===== config.mk =====
export PLATFORM = sky130hd
export DESIGN_NAME = pulse_frame_decoder
export DESIGN_NICKNAME = d
export VERILOG_FILES = /design/src/rtl/pdd_pkg.sv /design/src/rtl/window_match.sv /design/src/rtl/sym_classifier.sv /design/src/rtl/frame_assembler.sv /design/src/rtl/pulse_frame_decoder.sv
export SDC_FILE = /design/constraint.sdc
export NUM_CORES = 1
export LEC_CHECK = 0
export BUFFER_PORTS_ARGS = -buffer_cell sky130_fd_sc_hd__buf_2
export CAP_MARGIN = 5
export CELL_PAD_IN_SITES_DETAIL_PLACEMENT = 0
export CELL_PAD_IN_SITES_GLOBAL_PLACEMENT = 1
export CORE_MARGIN = 2
export CORE_UTILIZATION = 38
export DETAILED_ROUTE_END_ITERATION = 12
export PLACE_DENSITY = 0.81
export SYNTH_ARGS = -nofsm -noshare
export SYNTH_HDL_FRONTEND = slang
export SYNTH_HIERARCHICAL = 1
export SYNTH_SLANG_ARGS = --single-unit

===== constraint.sdc =====
create_clock -name clk -period 2.3 [get_ports clk]
set_input_delay 0.115 -clock clk [delete_from_list [all_inputs] [get_ports clk]]
set_output_delay 0.115 -clock clk [all_outputs]
set_load 0.05 [all_outputs]

===== src/rtl/pdd_pkg.sv =====
// Shared types for the pulse-distance frame decoder.
// Assumes 15-bit tick durations, with each phase's level in the bit above its duration.
package pdd_pkg;
    localparam int DUR_W = 15;

    typedef struct packed {
        logic             lvl1;
        logic [DUR_W-1:0] dur1;
        logic             lvl0;
        logic [DUR_W-1:0] dur0;
    } symbol_t;

    typedef enum logic [1:0] {
        ST_HUNT = 2'd0,
        ST_DATA = 2'd1,
        ST_SKIP = 2'd2
    } dec_state_e;
endpackage


===== src/rtl/window_match.sv =====
// Strict tolerance window: hit when TARGET-MARGIN < dur < TARGET+MARGIN.
// Assumes TARGET >= MARGIN, so that the lower bound is not negative.
module window_match #(
    parameter int W      = 15,
    parameter int TARGET = 448,
    parameter int MARGIN = 128
) (
    input  logic [W-1:0] dur,
    output logic         hit
);
    localparam logic [W:0] LO = (W+1)'(TARGET - MARGIN);
    localparam logic [W:0] HI = (W+1)'(TARGET + MARGIN);

    // Compare in one extra bit so that HI cannot wrap.
    always_comb hit = ({1'b0, dur} > LO) && ({1'b0, dur} < HI);
endmodule


===== src/rtl/sym_classifier.sv =====
// Sorts one symbol into start marker, one or zero. Purely combinational.
// Assumes the nominal microsecond values convert to whole tick counts.
module sym_classifier
    import pdd_pkg::*;
#(
    parameter int TICKS_PER_10US = 8,
    parameter int MARGIN_US      = 160,
    parameter int HDR_ON_US      = 9000,
    parameter int HDR_OFF_US     = 4500,
    parameter int MARK_US        = 560,
    parameter int ONE_OFF_US     = 1690,
    parameter int ZERO_OFF_US    = 560
) (
    input  symbol_t sym,
    output logic    is_hdr,
    output logic    is_one,
    output logic    is_zero
);
    localparam int MARGIN_T = MARGIN_US * TICKS_PER_10US / 10;
    localparam int NWIN     = 5;
    localparam int TGT_T [NWIN] = '{
        HDR_ON_US   * TICKS_PER_10US / 10,
        HDR_OFF_US  * TICKS_PER_10US / 10,
        MARK_US     * TICKS_PER_10US / 10,
        ONE_OFF_US  * TICKS_PER_10US / 10,
        ZERO_OFF_US * TICKS_PER_10US / 10
    };

    logic [NWIN-1:0] hit;
    logic            shape_ok;

    // One window per nominal value. Window 0 and window 2 look at the first phase.
    for (genvar i = 0; i < NWIN; i++) begin : g_win
        localparam bit FIRST = (i == 0) || (i == 2);
        window_match #(.W(DUR_W), .TARGET(TGT_T[i]), .MARGIN(MARGIN_T)) u_win (
            .dur (FIRST ? sym.dur0 : sym.dur1),
            .hit (hit[i])
        );
    end

    // Level pattern must be active then inactive; durations pick the class.
    always_comb begin
        shape_ok = sym.lvl0 && !sym.lvl1;
        is_hdr   = shape_ok && hit[0] && hit[1];
        is_one   = shape_ok && hit[2] && hit[3];
        is_zero  = shape_ok && hit[2] && hit[4];
    end
endmodule


===== src/rtl/frame_assembler.sv =====
// Frame state machine: waits for a start marker, shifts in NBITS data
// symbols LSB first, reports the words, then drops one trailing symbol.
// Assumes at most one class flag is high per symbol.
module frame_assembler
    import pdd_pkg::*;
#(
    parameter int NBITS = 32
) (
    input  logic               clk,
    input  logic               rst_n,
    input  logic               take,
    input  logic               is_hdr,
    input  logic               is_one,
    input  logic               is_zero,
    output logic               frame_valid,
    output logic               frame_err,
    output logic [NBITS/2-1:0] frame_addr,
    output logic [NBITS/2-1:0] frame_cmd
);
    localparam int                 CNT_W = $clog2(NBITS);
    localparam logic [CNT_W-1:0]   LAST  = CNT_W'(NBITS - 1);

    dec_state_e        state;
    logic [CNT_W-1:0]  cnt;
    logic [NBITS-1:0]  sh;
    logic [NBITS-1:0]  sh_next;

    // Next shift value: the new bit enters at the top, so the first bit ends at bit 0.
    always_comb sh_next = {is_one, sh[NBITS-1:1]};

    // State, counter, shift register and output pulses.
    always_ff @(posedge clk) begin
        if (!rst_n) begin
            state       <= ST_HUNT;
            cnt         <= '0;
            sh          <= '0;
            frame_valid <= 1'b0;
            frame_err   <= 1'b0;
            frame_addr  <= '0;
            frame_cmd   <= '0;
        end else begin
            frame_valid <= 1'b0;
            frame_err   <= 1'b0;
            if (take) begin
                case (state)
                    ST_HUNT: if (is_hdr) begin
                        state <= ST_DATA;
                        cnt   <= '0;
                    end
                    ST_DATA: if (is_one || is_zero) begin
                        sh  <= sh_next;
                        cnt <= cnt + 1'b1;
                        if (cnt == LAST) begin
                            state       <= ST_SKIP;
                            frame_valid <= 1'b1;
                            {frame_cmd, frame_addr} <= sh_next;
                        end
                    end else begin
                        frame_err <= 1'b1;
                        state     <= ST_HUNT;
                    end
                    ST_SKIP: state <= ST_HUNT;
                    default: state <= ST_HUNT;
                endcase
            end
        end
    end


    class_onehot_chk: assert property (@(posedge clk) disable iff (!rst_n)
        $onehot0({is_hdr, is_one, is_zero}));

    valid_single_chk: assert property (@(posedge clk) disable iff (!rst_n)
        frame_valid |=> !frame_valid);

    words_hold_chk: assert property (@(posedge clk) disable iff (!rst_n)
        ((frame_addr != $past(frame_addr)) || (frame_cmd != $past(frame_cmd))) |-> frame_valid);

    err_to_hunt_chk: assert property (@(posedge clk) disable iff (!rst_n)
        frame_err |-> (state == ST_HUNT) && !frame_valid);

    skip_no_start_chk: assert property (@(posedge clk) disable iff (!rst_n)
        frame_valid |=> (state == ST_SKIP) || (state == ST_HUNT));
endmodule


===== src/rtl/pulse_frame_decoder.sv =====
// Top: accepts packed two-phase symbols, classifies them and assembles
// address/command frames. Always ready once out of reset.
// Assumes upstream gives durations in ticks at the configured tick rate.
module pulse_frame_decoder
    import pdd_pkg::*;
#(
    parameter int TICKS_PER_10US = 8,
    parameter int MARGIN_US      = 160,
    parameter int NBITS          = 32
) (
    input  logic                  clk,
    input  logic                  rst_n,
    input  logic                  sym_valid,
    output logic                  sym_ready,
    input  logic [2*DUR_W+1:0]    sym_word,
    output logic                  frame_valid,
    output logic [NBITS/2-1:0]    frame_addr,
    output logic [NBITS/2-1:0]    frame_cmd,
    output logic                  frame_err
);
    symbol_t sym;
    logic    take, is_hdr, is_one, is_zero;

    // Ready rises on the first edge out of reset and stays high.
    always_ff @(posedge clk) begin
        if (!rst_n) sym_ready <= 1'b0;
        else        sym_ready <= 1'b1;
    end

    // Handshake and field unpacking.
    always_comb begin
        take = sym_valid && sym_ready;
        sym  = symbol_t'(sym_word);
    end

    sym_classifier #(
        .TICKS_PER_10US (TICKS_PER_10US),
        .MARGIN_US      (MARGIN_US)
    ) u_cls (
        .sym     (sym),
        .is_hdr  (is_hdr),
        .is_one  (is_one),
        .is_zero (is_zero)
    );

    frame_assembler #(.NBITS(NBITS)) u_asm (
        .clk         (clk),
        .rst_n       (rst_n),
        .take        (take),
        .is_hdr      (is_hdr),
        .is_one      (is_one),
        .is_zero     (is_zero),
        .frame_valid (frame_valid),
        .frame_err   (frame_err),
        .frame_addr  (frame_addr),
        .frame_cmd   (frame_cmd)
    );


    ready_after_reset_chk: assert property (@(posedge clk) disable iff (!rst_n)
        1'b1 |=> sym_ready);

    pulse_excl_chk: assert property (@(posedge clk) disable iff (!rst_n)
        !(frame_valid && frame_err));
endmodule


=== Yosys cells after proc, flatten, opt, wreduce, memory -nomap -nowiden ===
Cells that the tools add are included.

* Bits in registers: 74
* Bits in latches: 0
* RAM bits: 0
* Memory bits (read-only): 0
* Input port bits: 35
* Output and inout bits: 35
* Logic and storage cells: 56
* Memories: 0

* Add/sub/neg operators: 1
* Multipliers: 0
* Div/mod/pow operators: 0
* $lt $le $gt $ge: 10
* Equal/unequal tests: 5
* Shift-type cells: 0
* Mux-type cells: 10
* Bitwise logic cells: 0
* Reductions and logical operators: 22

{| class="wikitable"
|+ Operators by type and width
! cell !! number
|-
| $gt 15x9->1 const B || 2
|-
| $lt 15x10->1 const B || 2
|-
| $gt 15x11->1 const B || 1
|-
| $gt 15x12->1 const B || 1
|-
| $gt 15x13->1 const B || 1
|-
| $lt 15x11->1 const B || 1
|-
| $lt 15x12->1 const B || 1
|-
| $lt 15x13->1 const B || 1
|-
| $logic_and 1x1->1 || 12
|-
| $reduce_and 4->1 || 3
|-
| $mux 5 || 2
|-
| $pmux 5 s2 || 1
|-
| $reduce_and 3->1 || 3
|-
| $mux 2 || 3
|-
| $add 5x1->5 const B || 1
|-
| $eq 5x5->1 const B || 1
|-
| $pmux 2 s2 || 1
|-
| $mux 1 || 3
|-
| $ne 3x3->1 const B || 1
|-
| $eq 2x1->1 const B || 1
|-
| $logic_not 2->1 || 1
|-
| $ne 2x1->1 const B || 1
|-
| $ne 2x2->1 const B || 1
|-
| $reduce_bool 2->1 || 1
|-
| 2 further kinds || 2
|}

=== Logic depth before layout (Yosys ltp) ===
Gate-level depths: netlist (run 1).

* Word-level depth: 7
* Gate-level depth with buffers: 10
* Mapped depth without buffers: 8

=== Hierarchy ===
The synthesis (run 1) kept the hierarchy.

{| class="wikitable"
|+ Modules (own cells, without submodules)
! module !! times used !! cells each !! area an instance (um2) !! sequential area each (um2)
|-
| frame_assembler || 1 || 320 || 2,606.2 || 1,441.4
|-
| window_match (u_cls.g_win[2].u_win ...) || 2 || 9 || 53.8 || 0.0
|-
| window_match (u_cls.g_win[0].u_win) || 1 || 10 || 87.6 || 0.0
|-
| window_match (u_cls.g_win[1].u_win) || 1 || 10 || 73.8 || 0.0
|-
| window_match (u_cls.g_win[3].u_win) || 1 || 8 || 52.6 || 0.0
|-
| sym_classifier || 1 || 3 || 30.0 || 0.0
|-
| pulse_frame_decoder || 1 || 2 || 26.3 || 20.0
|}

=== Worst setup path after synthesis (run 1) ===
Ideal clock, no wire load.

* Path type: input-to-reg
* From: in sym_word[2]
* To: reg u_asm.frame_addr[0]
* Library setup time: 132 ps
* Arrival time: 1,684 ps
* Data required time: 2,168 ps
* Slack: 484 ps
* Stages on the path: 10
* Path buffers: 2
* Cell sequence: nor4_1 -> a2111oi_1 -> o211a_1 -> and4b_1 -> o21a_1 -> and3_1 -> buf_4 -> buf_6 -> nand2_1 -> a21oi_1

* Word-level cells in the longest chain between the ends: 6
* Elaborated cells between the ends (all ways): 8
* Classes of those cells: order compare (2); reduce/logical (6)

{| class="wikitable"
|+ Ends and longest elaborated chain
! item !! RTL line !! text
|-
| start: declaration || pulse_frame_decoder.sv:15 || <nowiki>input logic [2*DUR_W+1:0] sym_word,</nowiki>
|-
| $gt 15x9->1 / $lt 15x10->1 (equally long branches) || window_match.sv:15 || <nowiki>always_comb hit = ({1'b0, dur} > LO) && ({1'b0, dur} < HI);</nowiki>
|-
| $logic_and 1x1->1 (*) || window_match.sv:15 ||
|-
| named net u_cls.hit[2] || sym_classifier.sv:29 || <nowiki>logic [NWIN-1:0] hit;</nowiki>
|-
| $logic_and 1x1->1 (*) (2 in series) || sym_classifier.sv:45 || <nowiki>is_one = shape_ok && hit[2] && hit[3];</nowiki>
|-
| named net is_one || pulse_frame_decoder.sv:22 || <nowiki>logic take, is_hdr, is_one, is_zero;</nowiki>
|-
| $logic_or 1x1->1 (*) || frame_assembler.sv:50 || <nowiki>ST_DATA: if (is_one || is_zero) begin</nowiki>
|-
| $reduce_and 4->1 (no source line) (*) || - ||
|-
| end signal: assignment || frame_assembler.sv:56 || <nowiki>{frame_cmd, frame_addr} <= sh_next;</nowiki>
|-
| end: declaration || frame_assembler.sv:17 || <nowiki>output logic [NBITS/2-1:0] frame_addr,</nowiki>
|}

The timed path passes the listed nets; every way through them passes the cells marked *.
A chain may end at the register's enable or synchronous reset.

=== Worst setup path in the final report (run 1) ===
* From: in sym_word[7]
* To: reg u_asm.sh[14]

* Word-level cells in the longest chain between the ends: 6
* Elaborated cells between the ends (all ways): 8
* Classes of those cells: order compare (2); reduce/logical (6)

{| class="wikitable"
|+ Ends and longest elaborated chain
! item !! RTL line !! text
|-
| $gt 15x9->1 / $lt 15x10->1 (equally long branches) || window_match.sv:15 ||
|-
| $logic_and 1x1->1 (*) || window_match.sv:15 ||
|-
| named net u_cls.hit[2] || sym_classifier.sv:29 ||
|-
| $logic_and 1x1->1 (*) (2 in series) || sym_classifier.sv:45 ||
|-
| named net is_one || pulse_frame_decoder.sv:22 ||
|-
| $logic_or 1x1->1 (*) || frame_assembler.sv:50 ||
|-
| $reduce_and 3->1 (no source line) (*) || - ||
|-
| end signal: assignment || frame_assembler.sv:51 || <nowiki>sh <= sh_next;</nowiki>
|-
| end: declaration || frame_assembler.sv:25 || <nowiki>logic [NBITS-1:0] sh;</nowiki>
|}

Marks and branches as above.

==> results of run 1 <==
-- sequential cells by signal (all words and copies together), names as in the netlist --
register           cells
u_asm/sh              31
u_asm/frame_addr      16
u_asm/frame_cmd       16
u_asm/cnt              5
u_asm/state            2
sym_ready              1
u_asm/frame_err        1
u_asm/frame_valid      1
-- where the power goes --
group | total (W) | internal [W] | switching, W
combinational | 0.000103 | 0.0000417 | 0.0000616
clock | 0.00110 | 0.000617 | 0.000483
sequential | 0.00126 | 0.00126 | 0.000000380
total | 0.00247 | 0.00192 | 0.000545
-- cell families (layout without fill, tap and decap cells) --
family / count (synthesis) / count (layout) / share of synthesized area (%)
and+or+nand+nor: 188 / 188 / 29.1
muxes: 3 / 3 / 1.01
AOI/OAI and AO/OA: 81 / 81 / 15.3
adders and majority gates: 2 / 2 / 0.838
buffers and inverters: 24 / 98 / 4.82
DFF: 73 / 73 / 49.0
-- through the flow --
step           std cells  hold WS, ps  setup WS (ps)  total power, W  util (%)
2_1_floorplan        371          143            484         0.00134         -
3_3_place_gp         530          323            180         0.00139      44.7
3_5_place_dp         530          330            126         0.00140      44.7
4_1_cts              547          241            447         0.00250      47.7
5_1_grt              547          256            284         0.00256      47.7
6_report             547          253            428         0.00247      47.7
-- tightest hold or removal path, delay by kind of cell --
| kind | cells | cell delay, ps |
|---|---|---|
| buf+inv | 1 | 70 |
| simple gates | 2 | 300 |
| compound gates | 1 | 60 |
-- worst min-delay path by stage --
stage / to / slack, ps / cells after the start
finish: u_asm/state[1] / 250 / 4
global route: u_asm/sh[31] / 260 / 4
CTS: u_asm/frame_cmd[15] / 240 / 4
detailed placement: sym_ready / 330 / 1
global placement: sym_ready / 320 / 1
floorplan: sym_ready / 140 / 0
-- cell usage after synthesis, types with 3 or more instances --
cell type,number,share of area (%)
nand2_1,128,16
dfxtp_1,73,49
a21oi_1,65,11
nor2_1,15,1.9
clkbuf_1,12,1.5
nand3_1,7,1.2
buf_6,6,2.3
nor3_1,5,0.84
and3_1,4,0.84
nor4_1,4,0.84
and4b_1,3,1.0
mux2i_1,3,1.0
nand4b_1,3,0.88
-- layout make-up --
| cell class | instances | area, um2 | area share [%] |
|---|---|---|---|
| clock inverter | 6 | 90.1 | 2.47 |
| sequential | 73 | 1460 | 40.1 |
| clock buffer | 10 | 128 | 3.50 |
| timing repair buffer | 79 | 448 | 12.3 |
| tap | 102 | 128 | 3.50 |
| multi-input combinational | 274 | 1380 | 37.8 |
| inverter | 3 | 11.3 | 0.309 |
-- routing by layer --
metal	GRT usage (%)	up-vias	routed length (um)
met3	3.58	9	307
met4	6.86	0	95
li1	-	1394	-
met1	19.0	1250	3120
met5	0	-	0
met2	26.3	57	2990
-- what timing repair did --
action,CTS,global route
hold buffers,1,0
endpoints found under the setup margin,0,0
hold endpoints to repair,1,0
==> metrics, run 1 <==
Hold Crit Class=input port to register; Register-to-Register Path Depth=7; CP peak stage delay=between 300 and 400 ps; setup skew after layout=around 10 ps; die height=92.6 um; #FFs+latches synth=73; max cap viols=0; clk buf depth=2; first-pass GRT wire length=around 11 mm; Num CTS Buffers=9; Worst Path Max Fanout=18; Cell Rows=32; final WL=~6.5 mm; DP HPWL=~4.5 mm; CP max stage cell=a2111oi_1; io pins=70; TritonCTS clock tree=built; number of global-route vias before repair=2496; maximum clock frequency=approximately 530 MHz; Pwr Density=between 600 and 700 nW/um2; worst skew pair latency=340 ps; Via Count=2710; Slew Viols, Final=0; Ant. Diodes=0; critical path class=input port to register; crit start category=input port; port bufs=69; overall routing resource usage=between 15 and 20%; status=completed; placer congestion estimate=between 0.8 and 0.9; WP buf/inv=2; H-tree levels=3; crit path from=sym_word[7]; highest-count cells in the layout ignoring fill and taps=nand2_1, dfxtp_1, buf_2, a21oi_1, nor2_1; largest net degree at the start of global routing=38; CTS root buffer=clkbuf_8; Core Area=about 7600 um2; FF-to-FF setup slack=680 ps; nature of the critical path endpoint=register; Fin Setup TNS=0 ps; Slew @ Worst Pin=575 ps; Final Cycle Share=81.4%; Critical Path RT=2560 ps; area grow syn2layout=22.1%; Max transition margin=about three fifths; Hold Crit Start=sym_valid; Critical R2R Capture=u_asm/frame_cmd[13]; clock-pin slew on the worst setup and hold paths=~70 ps; drt wl/cell=roughly 12 um; clk sinks=73; Fillers=roughly 800; final setup vio count=0; Leak=between 1 and 1.5 nW; Avg Vias per Cell=4.95; Async SR Flop Fraction=0%; final global-route overflow total=0; CP arrival=2140 ps; cell area after layout=3640 um2; DIE WIDTH=92.6 um; final antenna-violating net count=0; DRC=0; CP delay by family, top=compound AO/OA/AOI/OAI gates; register area share after synthesis=about half; antenna violations before repair=0; initial drt markers=~120; Initial DRT Pass Iterations=4; Hold Vio Cnt, Final=0; Initial Utilization=between 30% and 40%; Syn Inst Count=roughly 370; worst r2r src=u_asm/cnt[0]; most common cell after layout, fill and taps aside=nand2_1; Placement Cell Area=approximately 3400 um2; Tmin final=around 1900 ps; worst path cell trace=buf_2 -> nor3_1 -> a2111oi_1 -> o211a_1 -> and4b_1 -> o21a_1 -> and2_1 -> buf_4 -> nand2_1 -> a21oi_1; # resized after CTS=0; Distinct cells, synth=43; syn_nets=around 410; layout cells sized above 1=a little under a quarter; Post-CTS Repair Setup Buffers=0; Mean Syn Cell Area=between 8 and 9 um2; Synth Flop Type=dfxtp_1; RSZ-0062 raised after global routing=no; critical path depth in cells=10; Peak supply drop=~280 uV; Worst setup endpoint=u_asm/sh[14]; Nets=around 480; Mapped Area=roughly 3000 um2; die area=between 8000 and 9000 um2; Ys Warns=6; Post-synth EDFFs=0
(Power assumes the default switching activity.)
==> inputs of run 2 (changes only) <==
==> constraint.sdc (replaced) <==
create_clock -name clk -period 2 [get_ports clk]
set_input_delay 0.1 -clock clk [delete_from_list [all_inputs] [get_ports clk]]
set_output_delay 0.1 -clock clk [all_outputs]
set_load 0.05 [all_outputs]
==> run 2 against run 1 <==
Effect of this change: die area is the same; sequential share of layout area is 0.46 points lower; final cell count up 1.8%; worst setup slack got worse by 150 ps; global-route usage increased by 0.20 points; largest power group unchanged; count of clock-buffer cells in the layout is 1 higher; critical path depth stayed put; highest routed layer unchanged; critical path type unchanged; via count up 0.41%.
==> metrics, run 2 (synthesis results as in run 1) <==
status=completed; layout cells sized above 1=24.6% (+1.7 points); Final Util=48.2% (+0.56 points); Fin Setup TNS=0 ps (unchanged); die area=8580 um2 (unchanged); DIE WIDTH=92.6 um (unchanged); footprint of the multi-input gates=1380 um2 (unchanged); CP max stage cell=a2111oi_1; FF-to-FF setup slack=350 ps (-330 ps); crit start category=input port; met3 usage=3.82% (+0.24 points); cell area after layout=3690 um2 (+1.2%); FF/Latch Area=1460 um2 (unchanged); drt wl/cell=11.7 um (-1.4%); pre-CTS setup slack=-84.0 ps (-210 ps); final global-route overflow total=0 (unchanged); WP buf/inv=2 (unchanged); final antenna-violating net count=0 (unchanged); Initial Utilization=39.0% (unchanged); maximum clock frequency=roughly 580 MHz; overall routing resource usage=15.8% (+0.20 points); number of global-route vias before repair=2538 (+1.7%); area grow syn2layout=23.6%; Initial DRT Pass Iterations=4 (unchanged); met1 GRT Util=19.3% (+0.35 points); M2 GR Usage=26.1% (-0.18 points); CP peak stage delay=400 ps (about the same); Fillers=791 (-0.38%); max cap viols=0 (unchanged); antenna violations before repair=0 (unchanged); clock-pin slew on the worst setup and hold paths=70 ps (about the same); Via Count=2721 (+0.41%); Slew @ Worst Pin=365 ps (-210 ps); Top reg by flops=u_asm/sh; Nets=487 (+2.1%); # resized after CTS=0 (unchanged); Post-CTS Repair Setup Buffers=0 (unchanged); Worst Path Max Fanout=11 (-7); Peak supply drop=451 uV (+60%); cts hold-fix bufs=1 (unchanged); Tmin final=1720 ps; most common cell after layout, fill and taps aside=nand2_1; Hold Crit Class=input port to register; Fin Hold WS=241 ps (-12.9 ps); placer congestion estimate=0.827 (-2.5%); CP delay by family, top=compound AO/OA/AOI/OAI gates; TritonCTS clock tree=built; worst skew pair latency=340 ps (about the same); final setup vio count=0 (unchanged); Slew Viols, Final=0 (unchanged); Max transition margin=75.7% (+14 points); port bufs=69 (unchanged); final WL=6.54 mm (+0.41%); DRC=0 (unchanged); initial drt markers=142 (+23%); largest net degree at the start of global routing=37 (-2.6%); grt peak-use layer=met2; critical path class=input port to register; CP arrival=1990 ps (-150 ps); clk buf depth=2 (unchanged); Pwr Density=702 nW/um2 (+3.8%); setup skew after layout=10.0 ps (-0.212 ps); Cell Rows=32 (unchanged); largest registers=u_asm/sh x31, u_asm/frame_addr x16, u_asm/frame_cmd x16; clk sinks=73 (unchanged); H-tree levels=3 (unchanged); Ant. Diodes=0 (unchanged); Avg Vias per Cell=4.89 (-1.4%); Final Cycle Share=between 80% and 90%; nature of the critical path endpoint=register; Leak=1.45 nW (+2.2%); first-pass GRT wire length=11.0 mm (+0.63%); Hold Vio Cnt, Final=0 (unchanged); io pins=70 (unchanged); highest-count cells in the layout ignoring fill and taps=nand2_1, dfxtp_1, buf_2, a21oi_1, buf_4; post-route setup slack=281 ps (-147 ps); CTS root buffer=clkbuf_8; Placement Cell Area=3500 um2 (+2.6%); die height=92.6 um (unchanged); worst path cell trace=buf_2 -> nor3_1 -> a2111oi_1 -> o211a_1 -> and4b_1 -> o21a_1 -> and3_1 -> buf_4 -> nand2_1 -> a21oi_1; Num CTS Buffers=9 (unchanged); RSZ-0062 raised after global routing=no; Core Area=7650 um2 (unchanged); number of flip-flops in the largest register=31 (unchanged); DP HPWL=4.56 mm (+2.0%); Critical Path RT=2270 ps (-290 ps)
-- run 2: layer usage --
metal  vias up  routed length [um]
li1       1419                   -
met1      1234                3140
met2        61                2960
met3         7                 377
met4         0                  63
met5         -                   0
-- run 2: path summary, 6_finish.rpt --
path	from	end	depth (start not counted)
worst max-delay path	sym_word[23]	u_asm/frame_addr[5]	10
worst min-delay path	sym_valid	u_asm/state[1]	4
worst max register to register	u_asm/cnt[0]	u_asm/frame_addr[5]	7
worst min register to register	u_asm/frame_cmd[1]	u_asm/frame_cmd[1]	2
-- run 2: cell type report --
class	instances	area share, %
Clock buffer	11	3.83
Clock inverter	5	0.848
Inverter	3	0.305
Multi-Input combinational cell	274	37.4
Sequential cell	73	39.6
Tap cell	102	3.46
Timing Repair Buffer	89	14.5
-- run 2: per-stage QoR --
| stage | std cells | power, W |
|---|---|---|
| floorplan | 371 | 0.00154 |
| global placement | 540 | 0.00161 |
| detailed placement | 540 | 0.00161 |
| CTS | 557 | 0.00263 |
| global route | 557 | 0.00271 |
| finish | 557 | 0.00259 |
-- run 2: power breakdown --
part	internal (W)	switching, W	total (W)
logic	0.0000539	0.0000722	0.000126
registers	0.00145	0.000000357	0.00145
clock network	0.000480	0.000530	0.00101
total	0.00199	0.000603	0.00259
-- run 2: worst min-delay path: stages --
cell      delay (ps)
buf_2             80
and2_1           170
nand2b_1         120
a21oi_1           60
